===== config.mk =====
export PLATFORM = sky130hd
export DESIGN_NAME = cfg_unlock_guard
export DESIGN_NICKNAME = d
export VERILOG_FILES = /design/src/rtl/cfg_unlock_pkg.sv /design/src/rtl/cfg_unlock_decode.sv /design/src/rtl/cfg_unlock_window.sv /design/src/rtl/cfg_unlock_gate.sv /design/src/rtl/cfg_unlock_guard.sv
export SDC_FILE = /design/constraint.sdc
export NUM_CORES = 1
export LEC_CHECK = 0
export BUFFER_PORTS_ARGS = -buffer_cell sky130_fd_sc_hd__buf_2
export CORE_AREA = 4 4 41 43
export CTS_CLUSTER_DIAMETER = 30
export CTS_CLUSTER_SIZE = 16
export DETAILED_ROUTE_END_ITERATION = 10
export DIE_AREA = 0 0 45 47
export PLACE_DENSITY = 0.75
export REMOVE_ABC_BUFFERS = 1
export SETUP_SLACK_MARGIN = 0.3
export SLEW_MARGIN = 20
export SYNTH_ARGS = -nofsm -noshare
export SYNTH_HDL_FRONTEND = slang
export SYNTH_SLANG_ARGS = --single-unit

===== constraint.sdc =====
create_clock -name clk -period 1.55 [get_ports clk]
set_clock_uncertainty 0.2 [all_clocks]
set_input_delay 0.2325 -clock clk [delete_from_list [all_inputs] [get_ports clk]]
set_output_delay 0.2325 -clock clk [all_outputs]
set_load 0.02 [all_outputs]

===== src/rtl/cfg_unlock_pkg.sv =====
package cfg_unlock_pkg;

    // Window states
    typedef enum logic [0:0] {
        ST_LOCKED = 1'b0,
        ST_OPEN   = 1'b1
    } win_state_t;

    // Key value that opens the window
    localparam logic [7:0] UNLOCK_KEY = 8'hD8;

endpackage


===== src/rtl/cfg_unlock_decode.sv =====
module cfg_unlock_decode #(
    parameter int                        ADDR_W     = 6,
    parameter int                        DATA_W     = 8,
    parameter int                        N_PROT     = 3,
    parameter logic [ADDR_W-1:0]         KEY_ADDR   = 6'h3C,
    parameter logic [N_PROT*ADDR_W-1:0]  PROT_ADDRS = {6'h31, 6'h37, 6'h36},
    parameter logic [DATA_W-1:0]         KEY_VALUE  = 8'hD8
) (
    input  logic [ADDR_W-1:0] io_addr,
    input  logic [DATA_W-1:0] io_wdata,
    input  logic              io_wr,
    output logic              key_hit,
    output logic              key_wr,
    output logic              key_ok,
    output logic [N_PROT-1:0] prot_hit
);

    always_comb begin
        key_hit = (io_addr == KEY_ADDR);
        key_wr  = io_wr && key_hit;
        key_ok  = (io_wdata == KEY_VALUE);
    end

    // One address comparator for each guarded register
    for (genvar gi = 0; gi < N_PROT; gi++) begin : g_prot
        assign prot_hit[gi] = (io_addr == PROT_ADDRS[gi*ADDR_W +: ADDR_W]);
    end

endmodule


===== src/rtl/cfg_unlock_window.sv =====
module cfg_unlock_window
    import cfg_unlock_pkg::*;
#(
    parameter int WIN_CYCLES = 4,
    localparam int CNT_W     = $clog2(WIN_CYCLES + 1)
) (
    input  logic clk,
    input  logic rst,
    input  logic key_wr,
    input  logic key_ok,
    input  logic insn_stb,
    output logic win_open
);

    localparam logic [CNT_W-1:0] WIN_LOAD = CNT_W'(WIN_CYCLES);
    localparam logic [CNT_W-1:0] CNT_LAST = CNT_W'(1);

    win_state_t       state_q, state_d;
    logic [CNT_W-1:0] cnt_q, cnt_d;

    // Next-state logic
    always_comb begin
        state_d = state_q;
        cnt_d   = cnt_q;
        unique case (state_q)
            ST_LOCKED: begin
                if (key_wr && key_ok) begin        // UNLOCK
                    state_d = ST_OPEN;
                    cnt_d   = WIN_LOAD;
                end
            end
            ST_OPEN: begin
                if (key_wr) begin
                    if (key_ok) begin              // RESTART
                        cnt_d = WIN_LOAD;
                    end else begin                 // ABORT
                        state_d = ST_LOCKED;
                        cnt_d   = '0;
                    end
                end else if (insn_stb) begin
                    if (cnt_q == CNT_LAST) begin   // EXPIRE
                        state_d = ST_LOCKED;
                        cnt_d   = '0;
                    end else begin
                        cnt_d = cnt_q - CNT_LAST;
                    end
                end
            end
            default: begin
                state_d = ST_LOCKED;
                cnt_d   = '0;
            end
        endcase
    end

    // State register
    always_ff @(posedge clk) begin
        if (rst) begin                             // RESET
            state_q <= ST_LOCKED;
            cnt_q   <= '0;
        end else begin
            state_q <= state_d;
            cnt_q   <= cnt_d;
        end
    end

    // Output decode
    always_comb begin
        unique case (state_q)
            ST_OPEN:   win_open = 1'b1;
            ST_LOCKED: win_open = 1'b0;
            default:   win_open = 1'b0;
        endcase
    end

    AST_KEY_OPENS: assert property (@(posedge clk) disable iff (rst)
        (key_wr && key_ok) |=> (win_open && cnt_q == WIN_LOAD));
    AST_BAD_KEY_CLOSES: assert property (@(posedge clk) disable iff (rst)
        (key_wr && !key_ok) |=> !win_open);
    AST_NO_STB_HOLDS: assert property (@(posedge clk) disable iff (rst)
        (win_open && !insn_stb && !key_wr) |=> (win_open && $stable(cnt_q)));
    AST_OPEN_CNT_NONZERO: assert property (@(posedge clk) disable iff (rst)
        win_open |-> (cnt_q != '0));

endmodule


===== src/rtl/cfg_unlock_gate.sv =====
module cfg_unlock_gate #(
    parameter int DATA_W = 8,
    parameter int N_PROT = 3
) (
    input  logic              clk,
    input  logic              rst,
    input  logic              win_open,
    input  logic              key_hit,
    input  logic [N_PROT-1:0] prot_hit,
    input  logic              io_wr,
    input  logic              io_rd,
    input  logic              irq_in,
    output logic [N_PROT-1:0] prot_we,
    output logic              irq_out,
    output logic [DATA_W-1:0] io_rdata
);

    always_comb begin
        prot_we  = (io_wr && win_open) ? prot_hit : '0;
        irq_out  = irq_in && !win_open;
        io_rdata = (io_rd && key_hit) ? {{(DATA_W-1){1'b0}}, win_open} : '0;
    end

    AST_LOCKED_NO_WE: assert property (@(posedge clk) disable iff (rst)
        !win_open |-> (prot_we == '0));
    AST_WE_ONEHOT: assert property (@(posedge clk) disable iff (rst)
        $onehot0(prot_we));
    AST_IRQ_HELD: assert property (@(posedge clk) disable iff (rst)
        win_open |-> !irq_out);
    AST_RDATA_UPPER_ZERO: assert property (@(posedge clk) disable iff (rst)
        io_rdata[DATA_W-1:1] == '0);

endmodule


===== src/rtl/cfg_unlock_guard.sv =====
module cfg_unlock_guard #(
    parameter int                        ADDR_W     = 6,
    parameter int                        DATA_W     = 8,
    parameter int                        N_PROT     = 3,
    parameter int                        WIN_CYCLES = 4,
    parameter logic [ADDR_W-1:0]         KEY_ADDR   = 6'h3C,
    parameter logic [N_PROT*ADDR_W-1:0]  PROT_ADDRS = {6'h31, 6'h37, 6'h36},
    parameter logic [DATA_W-1:0]         KEY_VALUE  = cfg_unlock_pkg::UNLOCK_KEY
) (
    input  logic              clk,
    input  logic              rst,
    input  logic [ADDR_W-1:0] io_addr,
    input  logic [DATA_W-1:0] io_wdata,
    input  logic              io_wr,
    input  logic              io_rd,
    input  logic              insn_stb,
    input  logic              irq_in,
    output logic [DATA_W-1:0] io_rdata,
    output logic [N_PROT-1:0] prot_we,
    output logic              irq_out
);

    logic              key_hit;
    logic              key_wr;
    logic              key_ok;
    logic [N_PROT-1:0] prot_hit;
    logic              win_open;

    cfg_unlock_decode #(
        .ADDR_W     (ADDR_W),
        .DATA_W     (DATA_W),
        .N_PROT     (N_PROT),
        .KEY_ADDR   (KEY_ADDR),
        .PROT_ADDRS (PROT_ADDRS),
        .KEY_VALUE  (KEY_VALUE)
    ) u_decode (
        .io_addr  (io_addr),
        .io_wdata (io_wdata),
        .io_wr    (io_wr),
        .key_hit  (key_hit),
        .key_wr   (key_wr),
        .key_ok   (key_ok),
        .prot_hit (prot_hit)
    );

    cfg_unlock_window #(
        .WIN_CYCLES (WIN_CYCLES)
    ) u_window (
        .clk      (clk),
        .rst      (rst),
        .key_wr   (key_wr),
        .key_ok   (key_ok),
        .insn_stb (insn_stb),
        .win_open (win_open)
    );

    cfg_unlock_gate #(
        .DATA_W (DATA_W),
        .N_PROT (N_PROT)
    ) u_gate (
        .clk      (clk),
        .rst      (rst),
        .win_open (win_open),
        .key_hit  (key_hit),
        .prot_hit (prot_hit),
        .io_wr    (io_wr),
        .io_rd    (io_rd),
        .irq_in   (irq_in),
        .prot_we  (prot_we),
        .irq_out  (irq_out),
        .io_rdata (io_rdata)
    );

endmodule


# ---- Yosys cells after proc, flatten, opt, wreduce, memory -nomap -nowiden
# Index checks and enable logic that the tools add are counted.
dict set report classes {
  mux 15
  reduce_logical 7
  addsub 1
  bitwise 1
  n_eq_ne 8
}
# cell count
set ops {}
lappend ops {{$eq 6x6->1 const B} 4}
lappend ops {{$mux 3} 6}
lappend ops {{$eq 8x8->1 const B} 1}
lappend ops {{$mux 1} 6}
lappend ops {{$pmux 3 s2} 1}
lappend ops {{$logic_and 1x1->1} 5}
lappend ops {{$pmux 1 s2} 2}
lappend ops {{$eq 3x1->1 const B} 1}
lappend ops {{$ne 3x2->1 const B} 1}
lappend ops {{$sub 3x1->3 const B} 1}
lappend ops {{$ne 2x1->1 const B} 1}
lappend ops {{$reduce_and 2->1} 1}
lappend ops {{$logic_not 1->1} 1}
lappend ops {{$not 1->1} 1}
dict set report totals {
  word_cells 34
  inputBits 20
  reg_bits 4
  out_inout_bits 12
}

# ---- Longest topological paths before layout
dict set report logic_depth {
  word_depth 5
  ltp_mapped 6
  mapped_depth_nobuf 6
}

# ---- Cells and area by module
# From an unflattened synthesis, not the netlist that was laid out.
dict set report unflattened {
  hier_cells 52
  area_unflattened_um2 434.2
}
# mod area_per_inst_um2 instances cells_per_inst seq_area_each_um2
set modules_own_cells {}
lappend modules_own_cells {cfg_unlock_window 236.5 1 26 80.1}
lappend modules_own_cells {cfg_unlock_decode 110.1 1 13 0.0}
lappend modules_own_cells {cfg_unlock_gate 87.6 1 13 0.0}

# ---- Worst setup path before layout
# Ideal clock, no wire load.
dict set report synth_path {
  path_kind {register to output}
  start {register u_window.state_q}
  end {output port prot_we[2]}
  t_required_ps 1117
  stages_incl_launch_ff 4
  slack_ps -315
  path_buffers 1
  arrival_time_ps 1433
  cell_sequence {dfxtp_1 clkbuf_1 nand3_1 nor4b_1}
}
dict set report synth_between {
  elab_chain_len 4
}
# element line_no
set synth_rtl {}
lappend synth_rtl {{from (decl)} cfg_unlock_window.sv:18} ;# win_state_t state_q, state_d;
lappend synth_rtl {{from (signal assigned)} cfg_unlock_window.sv:62} ;# state_q <= state_d;
lappend synth_rtl {{$not 1->1} cfg_unlock_window.sv:69} ;# unique case (state_q)
lappend synth_rtl {{$pmux 1 s2 (*)} cfg_unlock_window.sv:69}
lappend synth_rtl {{$logic_and 1x1->1 (*)} cfg_unlock_gate.sv:19} ;# prot_we = (io_wr && win_open) ? prot_hit : '0;
lappend synth_rtl {{$mux 3 (*)} cfg_unlock_gate.sv:19}
lappend synth_rtl {{to (decl)} cfg_unlock_guard.sv:19} ;# output logic [N_PROT-1:0] prot_we,
# Mark *: on every way between the ends. The rest lies on a longest branch, timed or not.

# ---- Worst setup path in the final report
dict set report layout_path {
  start {register u_window.state_q}
  end {output port io_rdata[0]}
}
dict set report layout_between {
  elab_chain_len 3
}
# element line_no
set layout_rtl {}
lappend layout_rtl {{$not 1->1} cfg_unlock_window.sv:69}
lappend layout_rtl {{$pmux 1 s2 (*)} cfg_unlock_window.sv:69}
lappend layout_rtl {{$mux 1 (*)} cfg_unlock_gate.sv:21} ;# io_rdata = (io_rd && key_hit) ? {{(DATA_W-1){1'b0}}, win_open} : '0;
lappend layout_rtl {{to (decl)} cfg_unlock_guard.sv:18} ;# output logic [DATA_W-1:0] io_rdata,
# Marked as above.

==> results.cfg <==
[outcome]
outcome = complete, no violations

[cts]
cts.clk_slew.worst_paths_ps = 40
cts_made_buffers = 3
clock-sinks = 4
cts_buffer_depth = 2
clk_latency_ps = 240
cts-root-buf = clkbuf_4
cts_tree = built
cts_htree_levels = 1

[worst_setup_path]
cp_max_fo = 5
cp.depth = 5
rrSetupSlack_ps = 60
critPathLaunchType = flip-flop
cp_data_arrival_time_ps = 1080
r2r_start = u_window.cnt_q[0]
r2r_cells = 5
worstPathRequired_ps = 1120
crit_start = u_window.state_q
setup.worst_path.end = io_rdata[0]
cp_num_buf_inv = 3
worst_setup_path_end_kind = output pin
criticalPathCategory = reg2out
cp_cell_sequence = buf_6, buf_6, nand2_2, nor2_2, buf_6
cpLargestDelayFamily = flip-flops
crit_top_cell = buf_6
cpPeakStageDelay_ps = 360
critical_path.slowest_cell = dfxtp_4
r2r_end = u_window.cnt_q[2]

[global_routing]
track_usage = 0.124
overflow = 0
antenna_found_initial = 0
grt_max_degree = 8
grt_pass1_wl_mm = 1.86
grt_pass1_vias = 480

[place]
hpwl_um = 895
post-place-ws_ps = -96.5
dpl-instance-area_um2 = 547
routabilityCongestion = 0.750
port_buffers = 24

[final_layout]
area_delta_synth_final_pct = 70.5
nets = 110
drive_above_1_share = 0.616
final.fill_count = 144
antenna_cells = 0
final_util = 0.544
final_area_um2 = 708

[power]
combPwrFrac = 0.227
intPower_mw = 0.217
p_clk_frac = 0.442
p_per_area_nw_per_um2 = 426
swShare = 0.281
seqPwrFrac = 0.332
max-vdd-ir-drop_v = 0.000330
switching_power_mw = 0.0847
p_leak_nw = 0.305
p_total_mw = 0.301

[die]
ios = 32
start_util = 0.319
core_area_um2 = 1300
rows = 13
dieArea_um2 = 2120
die_w_um = 45
dieHeight_um = 47

[sta]
max_freq_mhz = 660
hold_violations = 0
fin_ws_ps = 35.4
finalMaxSlewViolations = 0
setup_viol = 0
fin_crit_sh = 0.977
rsz0062_at_grt = yes
finalCriticalPeriod_ps = 1510

[yosys]
avgSynthCellArea_um2 = 7.55
synth_top_area_cell = dfxtp_1
synth_top_area_frac = 0.193
synth_top_family_by_area = simple AND/OR/NAND/NOR gates
yosysMostFrequentCell = nand2_1
synth-seq-cells = 4
synthAdderAreaFrac = 0.0602
synth-xor-area-share = 0
synth.distinct_cells = 27
ys_seq_area_frac = 0.193
synthTopCellsByCount = nand2_1, buf_4, dfxtp_1, nor2_1, nand3_1
syn_area_um2 = 415
synth-simple-area-share = 0.401
yosys_warnings = 0
synth_ff_type = dfxtp_1
synth_compound_area_frac = 0.133
synth.area.top_cells = dfxtp_1, buf_4, nand2_1, ha_1, o32ai_2
synth-edff-count = 0
synth.area.mux_share = 0.0241
netlist_instances = 55
async_reset_ff_frac = 0

[detailed_routing]
routedWlPerCell_um = 12.7
initialDrtViolationCount = 2
drt_wl_total_mm = 1.28
ant_nets = 0
firstDrtPassIters = 6
avgViaCountPerCell = 4.91
via_count = 496
remaining_drc_errors = 0

[hold_path]
hold_depth = 2
hp-class = in2reg

[run]
drv_cap = 0
==> power groups by stage <==
stage | clock network [mW] | logic [mW] | registers, mW
finish | 0.133 | 0.0683 | 0.100
CTS | 0.136 | 0.0665 | 0.103
global placement | 0 | 0.0588 | 0.105
detailed placement | 0 | 0.0598 | 0.105
global route | 0.139 | 0.0751 | 0.0999
floorplan | 0 | 0.0246 | 0.105
==> state kept, by name (all words and copies together), names as in the netlist <==
| name | flops |
|---|---|
| u_window.cnt_q | 3 |
| u_window.state_q | 1 |
==> per-layer routing <==
layer / track usage / vias to the layer above / wire length [µm]
met2: 0.226 / 23 / 698
li1: - / 244 / -
met4: 0.0526 / 0 / 11
met3: 0.0460 / 2 / 129
met1: 0.128 / 227 / 441
met5: 0 / - / 0
==> cell type report <==
| class | instances | area (µm²) | area share |
|---|---|---|---|
| multi-input combinational | 46 | 373 | 0.527 |
| inverter | 2 | 7.51 | 0.0106 |
| clock buffer | 3 | 22.5 | 0.0318 |
| sequential | 4 | 88.8 | 0.125 |
| tap | 15 | 18.8 | 0.0265 |
| timing repair buffer | 31 | 198 | 0.279 |
==> what timing repair did <==
item / CTS / global route
hold buffers: 0 / 0
buffers inserted: 2 / 0
gates resized for setup: 16 / 16
pin swaps: 4 / 7
setup endpoints to repair: 9 / 9
endpoints found under the hold margin: 0 / 0
==> how the worst min path moves through the flow <==
stage	slack, ps	from	to
2_1_floorplan	100	rst	u_window.state_q
3_5_place_dp	280	rst	u_window.state_q
6_report	20	rst	u_window.state_q
5_1_grt	30	rst	u_window.state_q
3_3_place_gp	270	u_window.cnt_q[1]	u_window.cnt_q[1]
4_1_cts	20	rst	u_window.state_q
==> cell usage in the layout, fill, tap and decap left out, types with 2 or more instances in the layout <==
master	netlist	final
buf_2	0	20
nand2_2	0	2
dfxtp_4	0	2
buf_6	1	4
nand2b_1	2	2
nand3_1	3	2
a21oi_1	2	2
conb_1	1	7
nor2_1	4	3
clkbuf_4	0	3
nand2_1	8	6
buf_4	7	7
nand3b_1	2	2
==> per-stage QoR <==
step | setup TNS (ps) | hold slack, ps | cells
after floorplan | -202 | 102 | 52
after global placement | -84.3 | 268 | 96
after detailed placement | -266 | 277 | 96
after CTS | 0 | 18.1 | 101
after global routing | -22.4 | 34.3 | 101
final | 0 | 19.0 | 101
==> worst reg2reg max path: cells and delay by family, from the launching register on <==
family / cells / cell delay (ps)
simple gates: 1 / 400
buf+inv: 1 / 50
fa+ha+maj: 1 / 180
flops: 1 / 360
compound gates: 1 / 90
mux: 1 / 120
==> kinds of logic (layout without fill, tap and decap cells) <==
kind of cell | Yosys count | after routing
buffers and inverters | 11 | 36
muxes | 1 | 1
and+or+nand+nor | 29 | 29
adders and majority gates | 2 | 2
other | 1 | 7
DFF | 4 | 4
AOI/OAI and AO/OA | 7 | 7
Power figures use the tool's default switching activity.
